==> config.mk <==
export PLATFORM = sky130hd
export DESIGN_NAME = psram_frame_gen
export DESIGN_NICKNAME = d
export VERILOG_FILES = /design/src/rtl/psram_frame_pkg.sv /design/src/rtl/psram_size_check.sv /design/src/rtl/psram_frame_mux.sv /design/src/rtl/psram_rd_assemble.sv /design/src/rtl/psram_frame_gen.sv
export SDC_FILE = /design/constraint.sdc
export NUM_CORES = 1
export LEC_CHECK = 0
export BUFFER_PORTS_ARGS = -buffer_cell sky130_fd_sc_hd__buf_2
export CORE_ASPECT_RATIO = 0.5
export CORE_MARGIN = 1.5
export CORE_UTILIZATION = 35
export DETAILED_ROUTE_END_ITERATION = 10
export GPL_TIMING_DRIVEN = 1
export PLACE_DENSITY = 0.65
export REMOVE_ABC_BUFFERS = 1
export SKIP_CTS_REPAIR_TIMING = 1
export SYNTH_ARGS = -nofsm -noshare
export SYNTH_HDL_FRONTEND = slang
export SYNTH_SLANG_ARGS = --single-unit
==> constraint.sdc <==
create_clock -name clk -period 3.2 [get_ports clk]
set_clock_uncertainty 0.2 [all_clocks]
set_input_delay 0.48 -clock clk [delete_from_list [all_inputs] [get_ports clk]]
set_output_delay 0.48 -clock clk [all_outputs]
set_load 0.005 [all_outputs]
==> src/rtl/psram_frame_pkg.sv <==
package psram_frame_pkg;

    localparam logic [7:0] OP_WRITE      = 8'h02;
    localparam logic [7:0] OP_FAST_READ  = 8'h0B;

    // Address bytes follow the opcode, most significant first.
    localparam int ADDR_BYTES     = 3;
    // Two count bytes followed by the opcode.
    localparam int PREFIX_BYTES   = 3;
    // Opcode plus address: the part of the transmit count common to all frames.
    localparam int CMD_ADDR_BYTES = 1 + ADDR_BYTES;
    // One dummy byte gives the fast-read wait of eight serial clocks.
    localparam int DUMMY_BYTES    = 1;
    localparam int DATA_START     = PREFIX_BYTES + ADDR_BYTES;
    localparam int READ_FRAME_LEN = DATA_START + DUMMY_BYTES;

    typedef enum logic [1:0] {
        FG_IDLE = 2'd0,
        FG_SEND = 2'd1,
        FG_RECV = 2'd2
    } fg_state_e;

endpackage

==> src/rtl/psram_size_check.sv <==
module psram_size_check #(
    parameter int DATA_BYTES = 4,
    parameter int SIZE_W     = 3
) (
    input  logic [SIZE_W-1:0] size_code,
    output logic              legal
);
    logic [SIZE_W-1:0] hit;

    // One lane per power of two that fits in the data word.
    for (genvar i = 0; i < SIZE_W; i++) begin : g_lane
        localparam int LANE = 1 << i;
        if (LANE <= DATA_BYTES) begin : g_fit
            assign hit[i] = (size_code == SIZE_W'(LANE));
        end else begin : g_none
            assign hit[i] = 1'b0;
        end
    end

    assign legal = |hit;

endmodule

==> src/rtl/psram_frame_mux.sv <==
module psram_frame_mux
    import psram_frame_pkg::*;
#(
    parameter int DATA_BYTES = 4,
    parameter int SIZE_W     = 3,
    parameter int IDX_W      = 4
) (
    input  logic                    is_write,
    input  logic [8*ADDR_BYTES-1:0] addr,
    input  logic [SIZE_W-1:0]       nbytes,
    input  logic [8*DATA_BYTES-1:0] wdata,
    input  logic [IDX_W-1:0]        idx,
    output logic [7:0]              frame_byte,
    output logic [IDX_W-1:0]        last_idx
);
    logic [7:0] tx_bits;
    logic [7:0] rx_bits;
    logic [7:0] data_lane [DATA_BYTES];
    logic [7:0] addr_lane [ADDR_BYTES];

    for (genvar g = 0; g < DATA_BYTES; g++) begin : g_data
        assign data_lane[g] = wdata[8*g +: 8];
    end

    // Address lane 0 is the first address byte on the wire (the most significant).
    for (genvar g = 0; g < ADDR_BYTES; g++) begin : g_addr
        assign addr_lane[g] = addr[8*(ADDR_BYTES-1-g) +: 8];
    end

    assign tx_bits = is_write ? 8'((int'(nbytes) + CMD_ADDR_BYTES) * 8)
                              : 8'((CMD_ADDR_BYTES + DUMMY_BYTES) * 8);
    assign rx_bits = is_write ? 8'h00 : 8'(int'(nbytes) * 8);

    assign last_idx = is_write ? IDX_W'(DATA_START - 1) + IDX_W'(nbytes)
                               : IDX_W'(READ_FRAME_LEN - 1);

    always_comb begin
        frame_byte = 8'h00;
        if (idx == IDX_W'(0)) begin
            frame_byte = tx_bits;
        end else if (idx == IDX_W'(1)) begin
            frame_byte = rx_bits;
        end else if (idx == IDX_W'(2)) begin
            frame_byte = is_write ? OP_WRITE : OP_FAST_READ;
        end else begin
            for (int k = 0; k < ADDR_BYTES; k++) begin
                if (idx == IDX_W'(PREFIX_BYTES + k)) frame_byte = addr_lane[k];
            end
            if (is_write) begin
                for (int k = 0; k < DATA_BYTES; k++) begin
                    if (idx == IDX_W'(DATA_START + k)) frame_byte = data_lane[k];
                end
            end
        end
    end

endmodule

==> src/rtl/psram_rd_assemble.sv <==
module psram_rd_assemble #(
    parameter int DATA_BYTES = 4,
    parameter int SIZE_W     = 3
) (
    input  logic                    clk,
    input  logic                    rst_n,
    input  logic                    clear,
    input  logic                    take,
    input  logic [7:0]              rx_byte,
    input  logic [SIZE_W-1:0]       nbytes,
    output logic [8*DATA_BYTES-1:0] word,
    output logic                    last
);
    logic [SIZE_W-1:0] cnt_q;
    logic [7:0]        lane_q [DATA_BYTES];

    always_ff @(posedge clk or negedge rst_n) begin
        if (!rst_n) begin
            cnt_q <= '0;
            for (int k = 0; k < DATA_BYTES; k++) lane_q[k] <= 8'h00;
        end else if (clear) begin
            cnt_q <= '0;
            for (int k = 0; k < DATA_BYTES; k++) lane_q[k] <= 8'h00;
        end else if (take) begin
            for (int k = 0; k < DATA_BYTES; k++) begin
                if (cnt_q == SIZE_W'(k)) lane_q[k] <= rx_byte;
            end
            cnt_q <= cnt_q + SIZE_W'(1);
        end
    end

    // The arriving byte is merged in, so the word is complete on the last strobe.
    for (genvar g = 0; g < DATA_BYTES; g++) begin : g_word
        assign word[8*g +: 8] = (take && (cnt_q == SIZE_W'(g))) ? rx_byte : lane_q[g];
    end

    assign last = (cnt_q == nbytes - SIZE_W'(1));

endmodule

==> src/rtl/psram_frame_gen.sv <==
module psram_frame_gen
    import psram_frame_pkg::*;
#(
    parameter int  DATA_BYTES = 4,
    localparam int SIZE_W     = $clog2(DATA_BYTES) + 1,
    localparam int DATA_W     = 8 * DATA_BYTES,
    localparam int ADDR_W     = 8 * ADDR_BYTES
) (
    input  logic              clk,
    input  logic              rst_n,
    input  logic              req_valid,
    output logic              req_ready,
    input  logic              req_write,
    input  logic [ADDR_W-1:0] req_addr,
    input  logic [SIZE_W-1:0] req_size,
    input  logic [DATA_W-1:0] req_wdata,
    output logic              req_err,
    output logic              tx_valid,
    input  logic              tx_ready,
    output logic [7:0]        tx_byte,
    input  logic              rx_valid,
    input  logic [7:0]        rx_byte,
    output logic              rsp_done,
    output logic [DATA_W-1:0] rsp_data,
    output logic              busy
);
    localparam int FRAME_MAX = DATA_START + DATA_BYTES;
    localparam int IDX_W     = $clog2(FRAME_MAX + 1);

    fg_state_e         state_q, state_d;
    logic              wr_q;
    logic [ADDR_W-1:0] addr_q;
    logic [SIZE_W-1:0] size_q;
    logic [DATA_W-1:0] wdata_q;
    logic [IDX_W-1:0]  idx_q;
    logic [IDX_W-1:0]  last_idx;
    logic              err_q;
    logic              done_q;
    logic [DATA_W-1:0] rsp_q;

    logic              size_ok;
    logic              accept;
    logic              start;
    logic              reject;
    logic              tx_fire;
    logic              tx_last;
    logic              rx_take;
    logic              rd_last;
    logic [DATA_W-1:0] rd_word;

    psram_size_check #(
        .DATA_BYTES (DATA_BYTES),
        .SIZE_W     (SIZE_W)
    ) u_size (
        .size_code (req_size),
        .legal     (size_ok)
    );

    psram_frame_mux #(
        .DATA_BYTES (DATA_BYTES),
        .SIZE_W     (SIZE_W),
        .IDX_W      (IDX_W)
    ) u_mux (
        .is_write   (wr_q),
        .addr       (addr_q),
        .nbytes     (size_q),
        .wdata      (wdata_q),
        .idx        (idx_q),
        .frame_byte (tx_byte),
        .last_idx   (last_idx)
    );

    psram_rd_assemble #(
        .DATA_BYTES (DATA_BYTES),
        .SIZE_W     (SIZE_W)
    ) u_rd (
        .clk     (clk),
        .rst_n   (rst_n),
        .clear   (start),
        .take    (rx_take),
        .rx_byte (rx_byte),
        .nbytes  (size_q),
        .word    (rd_word),
        .last    (rd_last)
    );

    assign accept  = req_valid && req_ready;
    assign start   = accept && size_ok;
    assign reject  = accept && !size_ok;
    assign tx_fire = tx_valid && tx_ready;
    assign tx_last = (idx_q == last_idx);
    assign rx_take = (state_q == FG_RECV) && rx_valid;

    // State register
    always_ff @(posedge clk or negedge rst_n) begin
        if (!rst_n) state_q <= FG_IDLE;
        else        state_q <= state_d;
    end

    // Transitions: accept / reject, write-complete, read-issued, read-complete
    always_comb begin
        state_d = state_q;
        unique case (state_q)
            FG_IDLE: if (start) state_d = FG_SEND;
            FG_SEND: if (tx_fire && tx_last) state_d = wr_q ? FG_IDLE : FG_RECV;
            FG_RECV: if (rx_take && rd_last) state_d = FG_IDLE;
            default: state_d = FG_IDLE;
        endcase
    end

    // State-decoded outputs
    always_comb begin
        req_ready = 1'b0;
        tx_valid  = 1'b0;
        busy      = 1'b1;
        unique case (state_q)
            FG_IDLE: begin
                req_ready = 1'b1;
                busy      = 1'b0;
            end
            FG_SEND: tx_valid = 1'b1;
            FG_RECV: ;
            default: busy = 1'b0;
        endcase
    end

    // Request capture and frame index
    always_ff @(posedge clk or negedge rst_n) begin
        if (!rst_n) begin
            wr_q    <= 1'b0;
            addr_q  <= '0;
            size_q  <= '0;
            wdata_q <= '0;
            idx_q   <= '0;
        end else if (start) begin
            wr_q    <= req_write;
            addr_q  <= req_addr;
            size_q  <= req_size;
            wdata_q <= req_wdata;
            idx_q   <= '0;
        end else if (tx_fire) begin
            idx_q   <= idx_q + IDX_W'(1);
        end
    end

    // Pulses and response word
    always_ff @(posedge clk or negedge rst_n) begin
        if (!rst_n) begin
            err_q  <= 1'b0;
            done_q <= 1'b0;
            rsp_q  <= '0;
        end else begin
            err_q  <= reject;
            done_q <= rx_take && rd_last;
            if (rx_take && rd_last) rsp_q <= rd_word;
        end
    end

    assign req_err  = err_q;
    assign rsp_done = done_q;
    assign rsp_data = rsp_q;

endmodule

**Word-level counts from Yosys, hierarchy flattened**

Cells that the tools add are included.

- Flip-flop bits (word level): 135
- Logic and storage cells: 106

- Add/subtract/negate cells: 5
- Equality and inequality tests: 22
- Multiplexer cells: 37
- Reductions and logical operators: 28

Operators by type and width:

| operator | number |
|---|---|
| $mux 8 | 20 |
| $mux 32 | 2 |
| $eq 4x3->1 const B | 4 |
| $mux 4 | 4 |
| $reduce_bool 2->1 | 6 |
| $logic_and 1x1->1 | 11 |
| $eq 3x2->1 const B | 3 |
| $eq 4x2->1 const B | 2 |
| $eq 4x4->1 const B | 2 |
| $mux 2 | 4 |
| $reduce_and 2->1 | 4 |
| $eq 3x1->1 const B | 2 |
| $mux 3 | 2 |
| $mux 6 | 1 |
| $pmux 2 s3 | 1 |
| $add 3x3->4 const A | 1 |
| $add 3x3->4 const B | 1 |
| $add 4x1->4 const B | 1 |
| $eq 4x1->1 const B | 1 |
| $eq 4x4->1 | 1 |
| $logic_not 4->1 | 1 |
| $ne 2x2->1 const B | 2 |
| $add 3x1->3 const B | 1 |
| $eq 3x3->1 | 1 |
| other kinds (12) | 14 |

**Depth between registers and ports, before layout**

- Word-level depth: 12
- Mapped depth: 9
- Depth with buffers taken out: 7

**By module**

Synthesis repeated with hierarchy kept, for this count alone.

- Cells, all modules: 541
- Area total of the unflattened synthesis: 6957.9 um2

By module, submodules not included:

| module | instances | cells each | area each (um2) | seq. area each (um2) |
|---|---|---|---|---|
| psram_frame_gen | 1 | 247 | 4169.0 | 2502.4 |
| psram_rd_assemble | 1 | 129 | 1692.9 | 875.8 |
| psram_frame_mux | 1 | 162 | 1074.8 | 0.0 |
| psram_size_check | 1 | 3 | 21.3 | 0.0 |

**Worst setup path after synthesis**

OpenSTA, ideal clock, no wires.

- Kind: register to output
- Start point: reg idx_q[1]
- End point: out tx_byte[2]
- Arrival: 2.002 ns
- Data required time: 2.520 ns
- Path slack: 0.518 ns
- Cell stages (with the launch flop): 10
- Path buffers: 3
- Cell sequence: dfrtp_1 inv_1 ha_1 clkbuf_1 clkbuf_1 clkbuf_1 a22oi_1 nor2_1 a31oi_1 a221oi_1

- Word-level cells in the longest chain between the ends: 12
- Elaborated cells on any way between the ends: 21

Ends and longest elaborated chain:

| item | line | text |
|---|---|---|
| from (decl) | psram_frame_gen.sv:35 | `logic [IDX_W-1:0] idx_q;` |
| from (signal assigned) | psram_frame_gen.sv:142 | `idx_q <= idx_q + IDX_W'(1);` |
| $eq 4x2->1 | psram_frame_mux.sv:47 | `if (idx == IDX_W'(PREFIX_BYTES + k)) frame_byte = addr_lane[k];` |
| $mux 8 (3 in a row) | psram_frame_mux.sv:47 |  |
| $mux 8 (4 in a row) | psram_frame_mux.sv:51 | `if (idx == IDX_W'(DATA_START + k)) frame_byte = data_lane[k];` |
| $mux 8 | psram_frame_mux.sv:49 | `if (is_write) begin` |
| $mux 8 | psram_frame_mux.sv:43 | `end else if (idx == IDX_W'(2)) begin` |
| $mux 8 | psram_frame_mux.sv:41 | `end else if (idx == IDX_W'(1)) begin` |
| $mux 8 * | psram_frame_mux.sv:39 | `if (idx == IDX_W'(0)) begin` |
| to (decl) | psram_frame_gen.sv:20 | `output logic [7:0] tx_byte,` |

Every way passes the cells marked *; elsewhere a longest branch is shown, timed or not.

**Final worst setup path**

- Start point: reg idx_q[0]
- End point: out tx_byte[5]

Same word-level chain as after synthesis.

==> impl_results.md <==
* Number of H-tree levels at 4
* Status: complete, no violations
* DPL Wire Length at 11,400 um
* Clock-pin slew on the worst setup and hold paths at 0.06 ns
* Synth Instances at ~720
* Top delay family on crit path: compound AO/OA/AOI/OAI gates
* Synth Cell Area at approximately 6400 um^2
* Die Ht at 98.7 um
* Core area at 17,700 um^2
* CP bufs+invs at 2
* Yosys reg bits at 135
* CP max stage cell: dfrtp_2
* Initial antenna violation count at 0
* DRC Markers at 0
* Clock latency on the worst-skew pair at 0.42 ns
* Worst hold path stage count at 3
* RSZ-0062 raised after global routing: true
* Final design utilization at 45.4%
* Final non-filler cell total at 1,082
* Max incr delay on CP at 0.45 ns
* Maximum clock insertion buffer count at 2
* Post-synth EDFFs at 0
* Hold path startpoint: req_wdata[20]
* Largest family of logic cells by synthesized area: simple AND/OR/NAND/NOR gates
* Synth Area in Compound Gates at between 10% and 20%
* Via count at 5,368
* Row Count at 34
* Area growth syn-to-layout at 25.0%
* Achievable Freq at 315 MHz
* Crit. End Element: output port
* Yosys top cell by area: dfrtp_1
* Reg-to-reg endpoint: state_q[1]
* TritonCTS Buffers at 17
* Synth Area in Simple Gates at 20.2%
* Filler instances at 1,734
* Gpl congestion at 0.883
* Synth top cells by count: 225 x nand2_1, 135 x dfrtp_1, 59 x nor2_1
* Initial core utilization at between 30% and 40%
* Largest cells by area after synthesis: dfrtp_1 53%, nand2_1 13%, mux2i_1 5.2%
* Crit path cell chain: buf_4 > ha_4 > a21oi_1 > a311oi_2 > a21oi_1 > a221o_1 > a311oi_2 > buf_2
* Final net count at between 900 and 1,000
* Num Clock Sinks at 135
* Type of the worst min-delay path: input port to flip-flop
* TritonCTS clock tree: yes
* Post-Route WL at ~17,000 um
* VDD IR max at ~0.00044 V
* Power Dens Cells at 886 nW/um^2
* Grt ovf at 0
* Die W at 194 um
* Post-Place Worst Slack at 0.135 ns
* Worst endpoint required time at 2.52 ns
* Critical Path Fanout Max at 10
* Crit path arrival time at 2.50 ns
* Vias in the first global route at 5,244
* Drt wl/cell at 15.5 um
* Pins Over Slew Limit at 0
* RR Startpoint: size_q[0]
* Post-Synthesis Mean Instance Area at just under 9 um^2
* Global Route Usage Sum at between 15 and 20%
* Ys async rst share at 100%
* Final period util at 99.3%
* Final Power at between 7 and 8 mW
* Worst-margin pin slew at 0.775 ns
* Pin count of the biggest net entering global routing at 81
* First-pass GRT wire length at 27,000 um
* CTS root buf: clkbuf_16
* PnR worst setup slack at 0.0226 ns
* Final hold vios at 0
* Post-Synth XOR/XNOR Area at 1.60%
* Relative slew slack at 48.3%
* Share of post-route cells with drive strength above 1 at 23.2%
* Router iterations before antenna repair at 4
* Adder-cell share of the synthesized area at 2.73%
* # IOs at ~120
* Most common cell in the synthesized netlist: nand2_1
* FF-to-FF path depth at 7
* Buffers on Ports at between 100 and 150
* Netlist cell types at 50
* Internal reg-to-reg setup slack at 0.55 ns
* Die area at 19,200 um^2
* Most used DFF post-synth: dfrtp_1
* Final Critical Period at between 3 and 4 ns
* Routed Antenna Nets at 0
* ANT cells at 0
* Share of the synthesized area in the top cell type at 52.7%
* Inst Count DP at 1,042
* CP Launch Type: flip-flop
* Setup-failing EPs final at 0
* Mux share of post-synthesis cell area at between 5 and 6%
* Setup CP Type: flip-flop to output port
* P_leak at 4.22 nW
* Hold endpoint: wdata_q[20]
* Final TNS setup at 0 ns
* DR vias/cell at around 5
* Ys Warns at 0
* Initial DRC count at between 300 and 400
* Register area share after synthesis at roughly 53%
* Max cap viols at 0
worst max path at each step:
| stage | from | endpoint | cells past startpoint |
|---|---|---|---|
| global placement | idx_q[0] | tx_byte[5] | 8 |
| CTS | idx_q[0] | tx_byte[4] | 7 |
| detailed placement | idx_q[0] | tx_byte[4] | 7 |
| global route | idx_q[1] | tx_byte[4] | 8 |
| finish | idx_q[0] | tx_byte[5] | 8 |
| floorplan | req_size[1] | size_q[0] | 4 |
registers in the layout, summed over array words and instances, names as in the netlist:
signal,cells
wdata_q,32
wr_q,1
size_q,3
rsp_done,1
u_rd.cnt_q,3
addr_q,24
rsp_data,32
idx_q,4
state_q,2
req_err,1
u_rd.lane_q,32
where the power goes:
| part | internal (mW) | leakage, nW | switching (mW) | total, mW |
|---|---|---|---|---|
| combinational | 1.08 | 2.18 | 1.38 | 2.46 |
| sequential | 2.32 | 1.77 | 0.469 | 2.79 |
| clock | 1.12 | 0.266 | 0.722 | 1.85 |
| total | 4.53 | 4.22 | 2.57 | 7.10 |
layout by cell type, fill, tap and decap left out, types with 4 or more instances in the layout:
cell type | Yosys | routed
a21o_1 | 4 | 4
a21oi_1 | 36 | 36
a31oi_1 | 7 | 7
buf_2 | 0 | 116
buf_4 | 0 | 22
clkbuf_1 | 40 | 4
clkbuf_16 | 0 | 17
clkinv_2 | 0 | 4
clkinvlp_4 | 0 | 4
dfrtp_1 | 135 | 132
ha_1 | 14 | 10
inv_1 | 14 | 11
mux2i_1 | 33 | 33
nand2_1 | 225 | 225
nand2b_1 | 5 | 5
nand3_1 | 6 | 5
nor2_1 | 59 | 57
nor2b_1 | 7 | 5
o21ai_0 | 54 | 53
o22ai_1 | 9 | 9
xnor2_1 | 6 | 6
area by class of cell:
type | count | area (um^2) | share of cell area [%]
clock inverters | 8 | 72.6 | 0.905
clock buffers | 24 | 482 | 6.01
inverters | 14 | 61.3 | 0.765
flip-flops and latches | 135 | 3380 | 42.2
well taps | 234 | 293 | 3.65
repair buffers | 144 | 830 | 10.3
multi-input cells | 523 | 2900 | 36.1
logic make-up (layout without fill, tap and decap cells):
logic type / count (synthesis) / count (layout)
muxes: 33 / 33
xor gates and xnor gates: 10 / 10
DFF: 135 / 135
adders and majority gates: 14 / 14
AOI/OAI and AO/OA: 146 / 146
buffers and inverters: 59 / 190
and+or+nand+nor: 320 / 320
worst min-delay path, delay by kind of cell:
kind | cells | cell delay (ns)
AND/OR/NAND/NOR | 2 | 0.08
buffers and inverters | 1 | 0.07
layer usage:
layer | vias up | part of all wire, % | GRT usage [%]
met2 | 131 | 48 | 29.9
met1 | 2582 | 47 | 23.2
met3 | 17 | 4.3 | 3.80
met4 | 0 | 1.2 | 6.43
li1 | 2638 | - | -
met5 | - | 0 | 0
per-stage QoR:
step           hold slack (ns)  cell area, um^2
6_report                0.0552             8020
5_1_grt                 0.0492             8020
3_3_place_gp             0.260             7280
2_1_floorplan          -0.0156             6230
3_5_place_dp             0.265             7280
4_1_cts                -0.0620             7830
No activity file was read; power rests on OpenSTA's default activity.
